### config.mk
export PLATFORM = sky130hd
export DESIGN_NAME = aux_rty_ctrl
export DESIGN_NICKNAME = d
export VERILOG_FILES = /design/src/rtl/aux_rty_pkg.sv /design/src/rtl/aux_rty_classify.sv /design/src/rtl/aux_rty_timer.sv /design/src/rtl/aux_rty_ctrl.sv
export SDC_FILE = /design/constraint.sdc
export NUM_CORES = 1
export LEC_CHECK = 0
export ABC_AREA = 1
export CAP_MARGIN = 0
export CORE_MARGIN = 2
export CORE_UTILIZATION = 59
export CTS_BUF_LIST = sky130_fd_sc_hd__clkbuf_4 sky130_fd_sc_hd__clkbuf_8 sky130_fd_sc_hd__clkbuf_16
export CTS_CLUSTER_DIAMETER = 200
export CTS_CLUSTER_SIZE = 10
export DETAILED_ROUTE_END_ITERATION = 16
export DONT_BUFFER_PORTS = 1
export PLACE_DENSITY = 0.79
export SETUP_SLACK_MARGIN = 0.15
export SYNTH_ARGS = -nofsm -noshare
export SYNTH_HDL_FRONTEND = slang
export SYNTH_HIERARCHICAL = 1
export SYNTH_SLANG_ARGS = --single-unit
### constraint.sdc
create_clock -name clk -period 4.5 [get_ports clk]
set_clock_uncertainty 0.1 [all_clocks]
set_input_delay 0.9 -clock clk [delete_from_list [all_inputs] [get_ports clk]]
set_output_delay 0.9 -clock clk [all_outputs]
set_load 0.005 [all_outputs]
### src/rtl/aux_rty_pkg.sv
package aux_rty_pkg;

  typedef enum logic [2:0] {
    CL_OK,
    CL_ACQ,
    CL_DISC,
    CL_TMO,
    CL_INV
  } chan_cls_e;

  typedef enum logic [1:0] {
    V_RETRY,
    V_OK,
    V_FAIL
  } verdict_e;

  typedef enum logic [1:0] {
    ST_IDLE,
    ST_RESP,
    ST_PAUSE
  } rty_state_e;

  localparam logic [2:0] RC_ACK       = 3'd0;
  localparam logic [2:0] RC_LINK_NACK = 3'd1;
  localparam logic [2:0] RC_LINK_DFR  = 3'd2;
  localparam logic [2:0] RC_BR_NACK   = 3'd3;
  localparam logic [2:0] RC_BR_DFR    = 3'd4;
  localparam logic [2:0] RC_TGT_DFR   = 3'd5;

endpackage

### src/rtl/aux_rty_classify.sv
module aux_rty_classify
  import aux_rty_pkg::*;
#(
  parameter int ERR_W  = 3,
  parameter int RCNT_W = 6
) (
  input  logic              acq_fail_i,
  input  logic              discon_i,
  input  logic              timeout_i,
  input  logic [ERR_W-1:0]  rx_err_i,
  input  logic [RCNT_W-1:0] count_i,
  output chan_cls_e         cls_o
);

  // Priority order of the channel status checks.
  always_comb begin
    if (acq_fail_i)            cls_o = CL_ACQ;
    else if (discon_i)         cls_o = CL_DISC;
    else if (timeout_i)        cls_o = CL_TMO;
    else if (|rx_err_i)        cls_o = CL_INV;
    else if (count_i == '0)    cls_o = CL_INV;
    else                       cls_o = CL_OK;
  end

endmodule

### src/rtl/aux_rty_timer.sv
module aux_rty_timer #(
  parameter int CLK_PER_US = 50,
  parameter int WAIT_W     = 18
) (
  input  logic              clk,
  input  logic              rst,
  input  logic              load_i,
  input  logic [WAIT_W-1:0] us_i,
  output logic              zero_o
);

  localparam int PW = (CLK_PER_US > 1) ? $clog2(CLK_PER_US) : 1;
  localparam logic [PW-1:0] PLAST = PW'(CLK_PER_US - 1);

  logic [PW-1:0]     pre_q;
  logic [WAIT_W-1:0] cnt_q;

  always_ff @(posedge clk) begin
    if (rst) begin
      pre_q <= '0;
      cnt_q <= '0;
    end else if (load_i) begin
      pre_q <= '0;
      cnt_q <= us_i;
    end else if (cnt_q != '0) begin
      if (pre_q == PLAST) begin
        pre_q <= '0;
        cnt_q <= cnt_q - 1'b1;
      end else begin
        pre_q <= pre_q + 1'b1;
      end
    end
  end

  assign zero_o = (cnt_q == '0);

endmodule

### src/rtl/aux_rty_ctrl.sv
module aux_rty_ctrl
  import aux_rty_pkg::*;
#(
  parameter int LEN_W       = 5,
  parameter int DMS_W       = 8,
  parameter int ERR_W       = 3,
  parameter int CLK_PER_US  = 50,
  parameter int US_PER_MS   = 1000,
  parameter int ACK_WAIT_US = 300,
  parameter int INV_WAIT_US = 400,
  parameter int MAX_TRIES   = 7,
  parameter int ACK_LIM     = 7,
  parameter int DFR_LIM     = 7,
  parameter int I2CD_LIM    = 7,
  parameter int INV_LIM     = 2,
  parameter int TMO_LIM     = 3
) (
  input  logic             clk,
  input  logic             rst,
  input  logic             go_i,
  input  logic             rd_i,
  input  logic [LEN_W-1:0] len_i,
  input  logic [DMS_W-1:0] defer_ms_i,
  output logic             start_o,
  input  logic             res_valid_i,
  input  logic             res_acq_fail_i,
  input  logic             res_discon_i,
  input  logic             res_timeout_i,
  input  logic [ERR_W-1:0] res_rx_err_i,
  input  logic [2:0]       res_code_i,
  input  logic [LEN_W:0]   res_count_i,
  output logic             busy_o,
  output logic             done_o,
  output logic             ok_o
);

  localparam int RCNT_W = LEN_W + 1;
  localparam int CTR_W  = $clog2(MAX_TRIES + 1);
  localparam int WAIT_W = $clog2((2 ** DMS_W) * US_PER_MS + ACK_WAIT_US + INV_WAIT_US + 1);

  rty_state_e       state_q;
  logic             start_q, done_q, ok_q;
  logic             rd_q;
  logic [LEN_W-1:0] len_q;
  logic [DMS_W-1:0] dms_q;
  logic [CTR_W-1:0] try_q, ack_q, dfr_q, tgt_q, inv_q, tmo_q;
  logic             seen_q;

  logic [CTR_W-1:0]  ack_n, dfr_n, tgt_n, inv_n, tmo_n;
  logic              seen_n;
  verdict_e          verdict;
  logic [WAIT_W-1:0] wait_us, dfr_wait;
  chan_cls_e         cls;
  logic              acc, fin_fail, tmr_load, tmr_zero;

  aux_rty_classify #(.ERR_W(ERR_W), .RCNT_W(RCNT_W)) u_cls (
    .acq_fail_i (res_acq_fail_i),
    .discon_i   (res_discon_i),
    .timeout_i  (res_timeout_i),
    .rx_err_i   (res_rx_err_i),
    .count_i    (res_count_i),
    .cls_o      (cls)
  );

  assign dfr_wait = WAIT_W'(dms_q) * WAIT_W'(US_PER_MS);

  // Per-cause budget bookkeeping and verdict for the current outcome.
  always_comb begin
    ack_n   = ack_q;
    dfr_n   = dfr_q;
    tgt_n   = tgt_q;
    inv_n   = inv_q;
    tmo_n   = tmo_q;
    seen_n  = seen_q;
    verdict = V_RETRY;
    wait_us = '0;
    unique case (cls)
      CL_ACQ, CL_DISC: verdict = V_FAIL;
      CL_INV: begin
        inv_n = inv_q + 1'b1;
        if (inv_n >= CTR_W'(INV_LIM)) verdict = V_FAIL;
        else wait_us = WAIT_W'(INV_WAIT_US);
      end
      CL_TMO: begin
        if (seen_q) begin
          dfr_n = dfr_q + 1'b1;
          if (dfr_n >= CTR_W'(DFR_LIM)) verdict = V_FAIL;
          else wait_us = dfr_wait;
        end else begin
          tmo_n = tmo_q + 1'b1;
          if (tmo_n >= CTR_W'(TMO_LIM)) verdict = V_FAIL;
        end
      end
      CL_OK: begin
        tmo_n = '0;
        inv_n = '0;
        case (res_code_i)
          RC_ACK: begin
            if (rd_q && (res_count_i != ({1'b0, len_q} + 1'b1))) begin
              ack_n = ack_q + 1'b1;
              if (ack_n >= CTR_W'(ACK_LIM)) verdict = V_FAIL;
              else wait_us = WAIT_W'(ACK_WAIT_US);
            end else begin
              verdict = V_OK;
            end
          end
          RC_LINK_DFR, RC_BR_DFR: begin
            seen_n = 1'b1;
            dfr_n  = dfr_q + 1'b1;
            if (dfr_n >= CTR_W'(DFR_LIM)) verdict = V_FAIL;
            else wait_us = dfr_wait;
          end
          RC_BR_NACK: begin
            dfr_n = dfr_q + 1'b1;
            if (dfr_n >= CTR_W'(DFR_LIM)) verdict = V_FAIL;
          end
          RC_TGT_DFR: begin
            dfr_n = '0;
            tgt_n = tgt_q + 1'b1;
            if (tgt_n >= CTR_W'(I2CD_LIM)) verdict = V_FAIL;
          end
          default: verdict = V_FAIL;
        endcase
      end
      default: verdict = V_FAIL;
    endcase
  end

  assign acc      = (state_q == ST_RESP) && res_valid_i && !start_q;
  assign fin_fail = (verdict == V_FAIL) ||
                    ((verdict == V_RETRY) && (try_q >= CTR_W'(MAX_TRIES)));
  assign tmr_load = acc && !fin_fail && (verdict == V_RETRY) && (wait_us != '0);

  aux_rty_timer #(.CLK_PER_US(CLK_PER_US), .WAIT_W(WAIT_W)) u_tmr (
    .clk    (clk),
    .rst    (rst),
    .load_i (tmr_load),
    .us_i   (wait_us),
    .zero_o (tmr_zero)
  );

  always_ff @(posedge clk) begin
    if (rst) begin
      state_q <= ST_IDLE;
      start_q <= 1'b0;
      done_q  <= 1'b0;
      ok_q    <= 1'b0;
      rd_q    <= 1'b0;
      len_q   <= '0;
      dms_q   <= '0;
      try_q   <= '0;
      ack_q   <= '0;
      dfr_q   <= '0;
      tgt_q   <= '0;
      inv_q   <= '0;
      tmo_q   <= '0;
      seen_q  <= 1'b0;
    end else begin
      start_q <= 1'b0;
      done_q  <= 1'b0;
      unique case (state_q)
        ST_IDLE: begin
          if (go_i) begin
            rd_q    <= rd_i;
            len_q   <= len_i;
            dms_q   <= defer_ms_i;
            ack_q   <= '0;
            dfr_q   <= '0;
            tgt_q   <= '0;
            inv_q   <= '0;
            tmo_q   <= '0;
            seen_q  <= 1'b0;
            ok_q    <= 1'b0;
            try_q   <= CTR_W'(1);
            start_q <= 1'b1;
            state_q <= ST_RESP;
          end
        end
        ST_RESP: begin
          if (acc) begin
            ack_q  <= ack_n;
            dfr_q  <= dfr_n;
            tgt_q  <= tgt_n;
            inv_q  <= inv_n;
            tmo_q  <= tmo_n;
            seen_q <= seen_n;
            if (verdict == V_OK) begin
              done_q  <= 1'b1;
              ok_q    <= 1'b1;
              state_q <= ST_IDLE;
            end else if (fin_fail) begin
              done_q  <= 1'b1;
              ok_q    <= 1'b0;
              state_q <= ST_IDLE;
            end else if (wait_us == '0) begin
              start_q <= 1'b1;
              try_q   <= try_q + 1'b1;
            end else begin
              state_q <= ST_PAUSE;
            end
          end
        end
        ST_PAUSE: begin
          if (tmr_zero) begin
            start_q <= 1'b1;
            try_q   <= try_q + 1'b1;
            state_q <= ST_RESP;
          end
        end
        default: state_q <= ST_IDLE;
      endcase
    end
  end

  assign start_o = start_q;
  assign done_o  = done_q;
  assign ok_o    = ok_q;
  assign busy_o  = (state_q != ST_IDLE);

endmodule

Word-level counts from Yosys, hierarchy flattened
Index checks and enable logic that the tools add are counted.

Bits in registers: 62. Bits in latches: 0. Bits in writable memories: 0. ROM bits: 0. Bits of input ports: 33. Output and inout bits: 4. Logic and storage cells: 183. Memories kept: 0.

$add $sub $neg: 9. $mul: 1. Divide/modulo/power cells: 0. $lt $le $gt $ge: 6. Equal/unequal tests: 30. Shifts and indexed selects: 0. Muxes and demuxes: 79. Bitwise logic cells: 2. Reductions and logical operators: 40.

Operators with widths (number): 2-to-1 mux 18 bit (5); 2-to-1 mux 3 bit (24); one-hot mux 18 bit (3 select lines) (1); one-hot mux 3 bit (2 select lines) (9); logical NOT 18 bit (2); one-hot mux 18 bit (2 select lines) (1); nonzero test 18 bit (2); 2-to-1 mux 9 bit (3); 2-to-1 mux 2 bit (13); adder 3 x 1 -> 3 bit, second input constant (6); one-hot mux 2 bit (3 select lines) (3); subtractor 18 x 1 -> 18 bit, second input constant (1); multiplier 8 x 7 -> 15 bit, second input constant (1); 2-to-1 mux 1 bit (15); AND reduction 5 bit (3); greater-or-equal comparator 3 bit, second input constant (4); != test 2 bit, second input constant (6); AND reduction 4 bit (3); AND reduction 6 bit (2); != test 2 x 1 -> 1 bit, second input constant (5); equality test 3 x 2 -> 1 bit, second input constant (3); equality test 3 bit, second input constant (3); one-hot mux 3 bit (3 select lines) (1); OR reduction 3 bit (3); 26 further kinds (48).

Logic depth before layout (Yosys ltp)
Gate-level depths: netlist of the first run.

Depth in word-level cells: 17. Depth in mapped cells: 30.

Hierarchy
Netlist of the first run, hierarchy kept.

Modules (own cells, without submodules): aux_rty_ctrl (instances 1, cells each 583, area each 4113.9 sq um, sequential area each 760.7 sq um); aux_rty_timer (instances 1, cells each 289, area each 1705.4 sq um, sequential area each 480.5 sq um); aux_rty_classify (instances 1, cells each 12, area each 55.1 sq um, sequential area each 0.0 sq um).

Worst setup path after synthesis of the first run
No wires, ideal clock.

Path type: register -> register. Start point: register dms_q[2]. End point: register u_tmr.cnt_q[1]. Setup time: 0.113 ns. Arrival time: 4.681 ns. Path slack: -0.393 ns. Stages on the path, launching flop included: 26. Path buffers: 2. Cell sequence: dfxtp_1 fa_1 inv_1 fa_1 fa_1 inv_1 fa_1 ha_1 nand2_1 inv_1 nand2_1 nand2_1 a21oi_1 or2_1 nand3_1 nand2_1 inv_1 nand2_1 nor2_2 and2_4 nor3_1 clkbuf_1 clkbuf_1 o21ai_0 nand2_1 nand2_1.

Longest elaborated chain between the ends: 8. Elaborated cells between the ends (all ways): 11. Classes of those cells: mul: 1; mux: 5; reduce/logical: 5.

Ends and longest elaborated chain: start: declaration (line aux_rty_ctrl.sv:45) `logic [DMS_W-1:0] dms_q;`; start signal: assignment (line aux_rty_ctrl.sv:166) `dms_q <= defer_ms_i;`; multiplier 8 x 7 -> 15 bit * (line aux_rty_ctrl.sv:65) `assign dfr_wait = WAIT_W'(dms_q) * WAIT_W'(US_PER_MS);`; 2-to-1 mux 18 bit * (line aux_rty_ctrl.sv:87, aux_rty_ctrl.sv:110); one-hot mux 18 bit (2 select lines) / 2-to-1 mux 18 bit (equally long branches) (line aux_rty_ctrl.sv:97, aux_rty_ctrl.sv:85); one-hot mux 18 bit (3 select lines) * (line aux_rty_ctrl.sv:77) `unique case (cls)`; nonzero test 18 bit * (line aux_rty_ctrl.sv:132) `assign tmr_load = acc && !fin_fail && (verdict == V_RETRY) && (wait_us != '0);`; logical AND 1 bit * (line aux_rty_ctrl.sv:132); named net tmr_load (line aux_rty_ctrl.sv:54) `logic acc, fin_fail, tmr_load, tmr_zero;`; nonzero test 2 bit (no source line); AND reduction 2 bit (no source line); end signal: assignment (line aux_rty_timer.sv:24) `cnt_q <= us_i;`; end signal: assignment (line aux_rty_timer.sv:28) `cnt_q <= cnt_q - 1'b1;`; end: declaration (line aux_rty_timer.sv:16) `logic [WAIT_W-1:0] cnt_q;`.

The timed path passes the listed nets; every way through them passes the cells marked *. A chain may end at the register's enable or synchronous reset.

Final worst setup path of the first run
Start point: register dms_q[2]. End point: register u_tmr.cnt_q[16].

The elaborated chain is that of the path after synthesis.

==> metrics.md, run 1 <==
| Metric | Value |
|---|---|
| Adder-cell area share of the yosys netlist | `19.5%` |
| Num rows | `36` |
| Crit end category | `flop` |
| Final wirelength | `14.1 mm` |
| Static Leak | `3.77 nW` |
| Met3 GRT Util | `4.22%` |
| Power Total | `0.00513 W` |
| Critical Path Slowest Stage Cell | `fa_1` |
| Hold Buf Count CTS | `0` |
| Largest net degree at the start of global routing | `27` |
| Post-DRT Antenna Nets | `0` |
| Clock latency on the worst-skew pair | `0.36 ns` |
| Setup CP Type | `reg2reg` |
| Critical Path Start Type | `flop` |
| Maxcap violations | `0` |
| Post-DR wirelength/cell | `13.0 um` |
| Synth unique cells | `46` |
| FILL cells | `778` |
| Status | `finished with violations` |
| CTS Buf Count | `9` |
| Multi-input gate area | `4230 um^2` |
| Via-to-Cell Ratio | `5.28` |
| Post-synth EDFFs | `0` |
| Gr usage total | `26.3%` |
| Largest area contributor in the synthesized netlist | `dfxtp_1` |
| Top_reg_cell synth | `dfxtp_1` |
| Synthesized area per cell | `6.65 um^2` |
| CP arrival | `5.13 ns` |
| Syn Std Cell Area | `5870 um^2` |
| First-pass GRT wire length | `23.7 mm` |
| Register bit count reported by yosys | `62` |
| Power per Cell Area | `731 nW/um^2` |
| RSZ-0062 raised after global routing | `yes` |
| Drt drc | `0` |
| Storage cell area | `1250 um^2` |
| Slew @ Worst Pin | `0.753 ns` |
| Ys Warns | `6` |
| Post-synthesis mux area share | `0%` |
| Worst ir drop on vdd | `0.641 mV` |
| # port buffers | `0` |
| Share of layout cells above drive strength 1 | `21.2%` |
| GRT met1 Usage | `34.2%` |
| Initial DRC Count | `369` |
| Die ar. | `10800 um^2` |
| Hold Slack | `0.382 ns` |
| Worst-path fanout max | `5` |
| Global-route met2 utilization | `43.3%` |
| Most frequent cells in the layout | `nand2_1 (187), inv_1 (142), nor2_1 (102)` |
| Post-synth top area share | `21.1%` |
| Compound-gate portion of the synthesized area | `10.3%` |
| Vias | `5740` |
| Worst slew margin | `49.7%` |
| Placer Congestion | `0.908` |
| Fin. max-slew vios | `0` |
| Asr flop ratio synth | `0%` |
| Critical path buffers and inverters | `5` |
| Util after Layout | `72.1%` |
| Crit path max-delay family | `adder cells` |
| Final setup margin | `-0.424 ns` |
| Synth Area in XOR/XNOR | `2.09%` |
| Clock transition at the registers of the reported paths | `0.08 ns` |
| Main combinational cell family by area after synthesis | `simple AND/OR/NAND/NOR gates` |
| Fin nets | `1062` |
| Initial antenna violation count | `0` |
| Final Hold Vio Count | `0` |
| Clock sink total | `62` |
| Simple-Gate Fraction of Synth Area | `35.2%` |
| Die height | `104 um` |
| Vias in the first global route | `5343` |
| Tcrit/Tclk final | `109%` |
| Root buffer cell | `clkbuf_8` |
| CP max stage delay | `0.58 ns` |
| Core area | `9730 um^2` |
| Commonest non-fill, non-tap cell in the layout | `nand2_1` |
| GRT Residual Overflow | `0` |
| Global routing's busiest layer | `met2` |
| H-Tree Depth | `3` |
| Final Setup Violations | `30` |
| Ports | `37` |
| CP Data Required Time | `4.71 ns` |
| Tightest Hold Check Type | `reg2reg` |
| Die X-Extent | `104 um` |
| TritonCTS clock tree | `done` |
| Synthesized instance count | `884` |
| Minimum clock period | `4.92 ns` |
| Sequential area share after synthesis | `21.1%` |
| Drt pass-1 iters | `5` |
| Failing checks | `negative setup slack` |
| Layout area overhead | `19.5%` |
| Max Clk Rate | `0.203 GHz` |
| DP HPWL | `10.0 mm` |
| Max Root-Sink Buffers | `2` |
| Initial Util | `60.4%` |
| Synth area leaders | `dfxtp_1 (21%), nand2_1 (14%), ha_1 (12%), inv_1 (9.5%), fa_1 (7.2%)` |
| Antenna cells | `0` |
[sequential cells by signal, summed over array words and instances (netlist names)]
register / count
ok_o: 1
tgt_q: 3
done_o: 1
dms_q: 8
u_tmr/pre_q: 6
state_q: 2
dfr_q: 3
ack_q: 3
u_tmr/cnt_q: 18
start_o: 1
rd_q: 1
seen_q: 1
try_q: 3
tmo_q: 3
len_q: 5
inv_q: 3
[power breakdown]
| part | internal, W | switching [W] |
|---|---|---|
| logic | 0.00168 | 0.00218 |
| registers | 0.000663 | 0.000104 |
| clock network | 0.000264 | 0.000245 |
[synth_stat cells (3+ instances only)]
cell type  instances
a211oi_1           4
a21oi_1           51
buf_6              3
clkbuf_1           8
dfxtp_1           62
fa_1              21
ha_1              58
inv_1            149
nand2_1          212
nand2_2            7
nand2_4            6
nand3_1           62
nand3_2            4
nand3b_1           5
nand4_1           13
nor2_1           107
nor2_2            12
nor2_4             5
nor3_1             9
o211a_1            3
o21ai_0           39
o21bai_1           3
xnor2_1            8
xor2_1             6
[metrics by stage]
| step | worst slack (ns) | setup TNS [ns] | cells | instance area (um^2) |
|---|---|---|---|---|
| final | -0.424 | -10.56 | 1088 | 7020 |
| after global routing | -0.573 | -14.73 | 1088 | 7020 |
| after CTS | -0.163 | -3.16 | 1083 | 6790 |
| after detailed placement | -0.398 | -7.86 | 1049 | 6370 |
| after global placement | -0.280 | -5.35 | 1049 | 6370 |
| after floorplan | 0.0121 | 0 | 885 | 5960 |
[worst reg2reg max path, delay by kind of cell, from the launching register on]
kind            cells  cell delay (ns)
xor+xnor            1             0.22
buf+inv             5             0.47
compound gates      1             0.20
fa+ha+maj           5             2.10
simple gates       13             1.42
flops               1             0.37
[area by class of cell]
class / count / area share (%)
Clock inverter: 4 / 0.374
Timing Repair Buffer: 70 / 8.42
Sequential cell: 62 / 17.8
Clock buffer: 12 / 2.51
Inverter: 153 / 8.25
Tap cell: 133 / 2.37
Multi-Input combinational cell: 654 / 60.2
[layer usage]
metal	vias to the layer above	routed length [um]
met2	185	6590
met5	-	0
met1	2590	6220
met4	0	522
li1	2922	-
met3	43	789
[repair_timing]
action                                  4_1_cts  5_1_grt
buffers inserted                             18        4
resized for setup                            24       49
pin swaps                                    14       25
endpoints found under the setup margin       28       30
cloned                                        0        1
[path summary, 6_finish.rpt]
| path | startpoint | end | slack [ns] | cells past startpoint |
|---|---|---|---|---|
| max reg2reg | dms_q[2]$_SDFFE_PP0P_ | u_tmr/cnt_q[16]$_SDFFE_PP0P_ | -0.42 | 25 |
| max | dms_q[2]$_SDFFE_PP0P_ | u_tmr/cnt_q[16]$_SDFFE_PP0P_ | -0.42 | 25 |
| min reg2reg | ack_q[2]$_SDFFE_PP0P_ | ack_q[2]$_SDFFE_PP0P_ | 0.38 | 2 |
| min | ack_q[2]$_SDFFE_PP0P_ | ack_q[2]$_SDFFE_PP0P_ | 0.38 | 2 |
[kinds of logic (layout without fill, tap and decap cells)]
kind of cell,count (synthesis),count (layout)
adders and majority gates,79,79
other,1,2
AOI/OAI and AO/OA,108,108
and+or+nand+nor,451,451
xor gates and xnor gates,14,14
buffers and inverters,169,239
DFF,62,62
Power figures use the tool's default switching activity.
==> run 2: changes to the inputs <==
- clock period: 4.5 -> 4.51 ns (I/O delays scaled with it)
==> run 2 against run 1 <==
Compared with the run above: the run still ends with negative setup slack left; global-route usage up 0.59 points; setup slack better by 0.067 ns; via count up 0.30%; first-iteration DRC count rose by 37%; sequential cell count unchanged; critical endpoint unchanged; largest cell class unchanged; highest routed layer unchanged.
==> metrics.md, run 2 (synthesis results as in run 1) <==
| Metric | Value |
|---|---|
| TritonCTS clock tree | `done` |
| Share of layout cells above drive strength 1 | `20.1%` |
| Post-DRT Antenna Nets | `0` |
| Die height | `104 um` |
| Minimum clock period | `4.87 ns` |
| Post-DR wirelength/cell | `13.3 um` |
| Setup CP Type | `reg2reg` |
| Multi-input gate area | `4220 um^2` |
| Ports | `37` |
| Status | `finished with violations` |
| Hold Slack | `0.372 ns` |
| Hold_sp | `ack_q[2]$_SDFFE_PP0P_` |
| Final wirelength | `14.5 mm` |
| Most frequent cells in the layout | `nand2_1 (195), inv_1 (142), nor2_1 (103)` |
| Slew @ Worst Pin | `0.736 ns` |
| Worst r2r dst | `u_tmr/cnt_q[16]$_SDFFE_PP0P_` |
| Maxcap violations | `0` |
| Worst slew margin | `50.8%` |
| Max reg flops | `18` |
| Gr usage total | `26.9%` |
| Final Setup Violations | `28` |
| Worst ir drop on vdd | `0.527 mV` |
| Crit path launch | `dms_q[1]$_SDFFE_PP0P_` |
| Final cell count without fillers | `1088` |
| Critical Path End | `u_tmr/cnt_q[16]$_SDFFE_PP0P_` |
| Via-to-Cell Ratio | `5.29` |
| CP arrival | `5.08 ns` |
| Tcrit/Tclk final | `108%` |
| Vias | `5757` |
| Initial DRC Count | `506` |
| Fin area | `7090 um^2` |
| Core area | `9730 um^2` |
| Layout area overhead | `20.7%` |
| Num rows | `36` |
| Placer Congestion | `0.883` |
| Initial antenna violation count | `0` |
| Clock sink total | `62` |
| Largest net degree at the start of global routing | `27` |
| Drt pass-1 iters | `6` |
| H-Tree Depth | `3` |
| Max Clk Rate | `0.205 GHz` |
| Commonest non-fill, non-tap cell in the layout | `nand2_1` |
| Final Hold Vio Count | `0` |
| Tightest Hold Check Type | `reg2reg` |
| FILL cells | `727` |
| Largest regs | `u_tmr/cnt_q x18, dms_q x8, u_tmr/pre_q x6` |
| Max Root-Sink Buffers | `2` |
| Vias in the first global route | `5643` |
| Initial Util | `60.4%` |
| Worst-path fanout max | `6` |
| CP Data Required Time | `4.72 ns` |
| Drt drc | `0` |
| Worst R2R Path Depth | `23` |
| Failing checks | `negative setup slack` |
| Crit end category | `flop` |
| Worst reg2reg path startpoint | `dms_q[1]$_SDFFE_PP0P_` |
| Die ar. | `10800 um^2` |
| Placed cells | `1049` |
| Die X-Extent | `104 um` |
| Clock transition at the registers of the reported paths | `0.07 ns` |
| CTS Buf Count | `9` |
| Largest Register | `u_tmr/cnt_q` |
| Worst R2R Setup Slack | `-0.36 ns` |
| # port buffers | `0` |
| DP HPWL | `10.1 mm` |
| Root buffer cell | `clkbuf_8` |
| Storage cell area | `1260 um^2` |
| Final setup margin | `-0.357 ns` |
| Hold Buf Count CTS | `0` |
| Antenna cells | `0` |
| Clock latency on the worst-skew pair | `0.36 ns` |
| Critical Path Start Type | `flop` |
| GRT Residual Overflow | `0` |
| First-pass GRT wire length | `24.2 mm` |
| Static Leak | `3.79 nW` |
| Power Total | `0.00531 W` |
| Fin nets | `1062` |
| Post-route setup TNS | `-7.82 ns` |
| Power per Cell Area | `749 nW/um^2` |
| Fin. max-slew vios | `0` |
| Placed instance area | `6380 um^2` |
| RSZ-0062 raised after global routing | `yes` |
## run 2: worst max-delay path: stages (launching register included)
cell and delay (ns):
dfxtp_4 0.36, fa_1 0.58, xor2_1 0.16, ha_1 0.24
inv_1 0.08, fa_1 0.43, fa_1 0.55, inv_2 0.06
ha_4 0.26, buf_4 0.14, buf_4 0.13, xnor2_1 0.12
or2_1 0.29, nand4_1 0.13, nor2_2 0.06, and2_4 0.17
nor3_4 0.13, inv_2 0.10, nand4_4 0.13, nand2_8 0.09
buf_6 0.13, nor2_4 0.22, nand2_1 0.09, nand2_1 0.08
## run 2: how the worst min path moves through the flow
stage	slack, ns	cells after the start	endpoint
3_5_place_dp	0.36	2	tmo_q[2]$_SDFFE_PP0P_
3_3_place_gp	0.36	2	tmo_q[2]$_SDFFE_PP0P_
4_1_cts	0.37	2	tmo_q[2]$_SDFFE_PP0P_
5_1_grt	0.38	2	tmo_q[2]$_SDFFE_PP0P_
6_report	0.37	2	ack_q[2]$_SDFFE_PP0P_
2_1_floorplan	0.36	2	inv_q[2]$_SDFFE_PP0P_
## run 2: timing repair
action / 4_1_cts / 5_1_grt
cloned: 3 / 0
resized for setup: 33 / 35
buffers inserted: 14 / 6
pin swaps: 6 / 17
setup endpoints to repair: 25 / 30
## run 2: layout make-up
| type | instances | area share, % |
|---|---|---|
| clock buffer | 11 | 2.05 |
| clock inverter | 5 | 1.50 |
| inverter | 153 | 8.17 |
| multi-input combinational | 655 | 59.6 |
| sequential | 62 | 17.7 |
| tap | 133 | 2.35 |
| timing repair buffer | 69 | 8.65 |
## run 2: metrics by stage
stage	util, %	setup slack, ns
2_1_floorplan	-	0.0221
3_3_place_gp	65.6	-0.308
3_5_place_dp	65.6	-0.362
4_1_cts	70.9	-0.200
5_1_grt	72.9	-0.598
6_report	72.9	-0.357
## run 2: report_power, final
group          total (W)  internal, W  switching (W)
registers       0.000768     0.000663       0.000104
logic            0.00392      0.00175        0.00217
clock network   0.000624     0.000389       0.000234
## run 2: metal layers
layer	share of wire [%]	global-route usage, %	up-vias
met5	0	0	-
met3	5.8	4.97	31
li1	-	-	2914
met1	42	32.6	2632
met2	49	46.9	180
met4	2.3	11.2	0
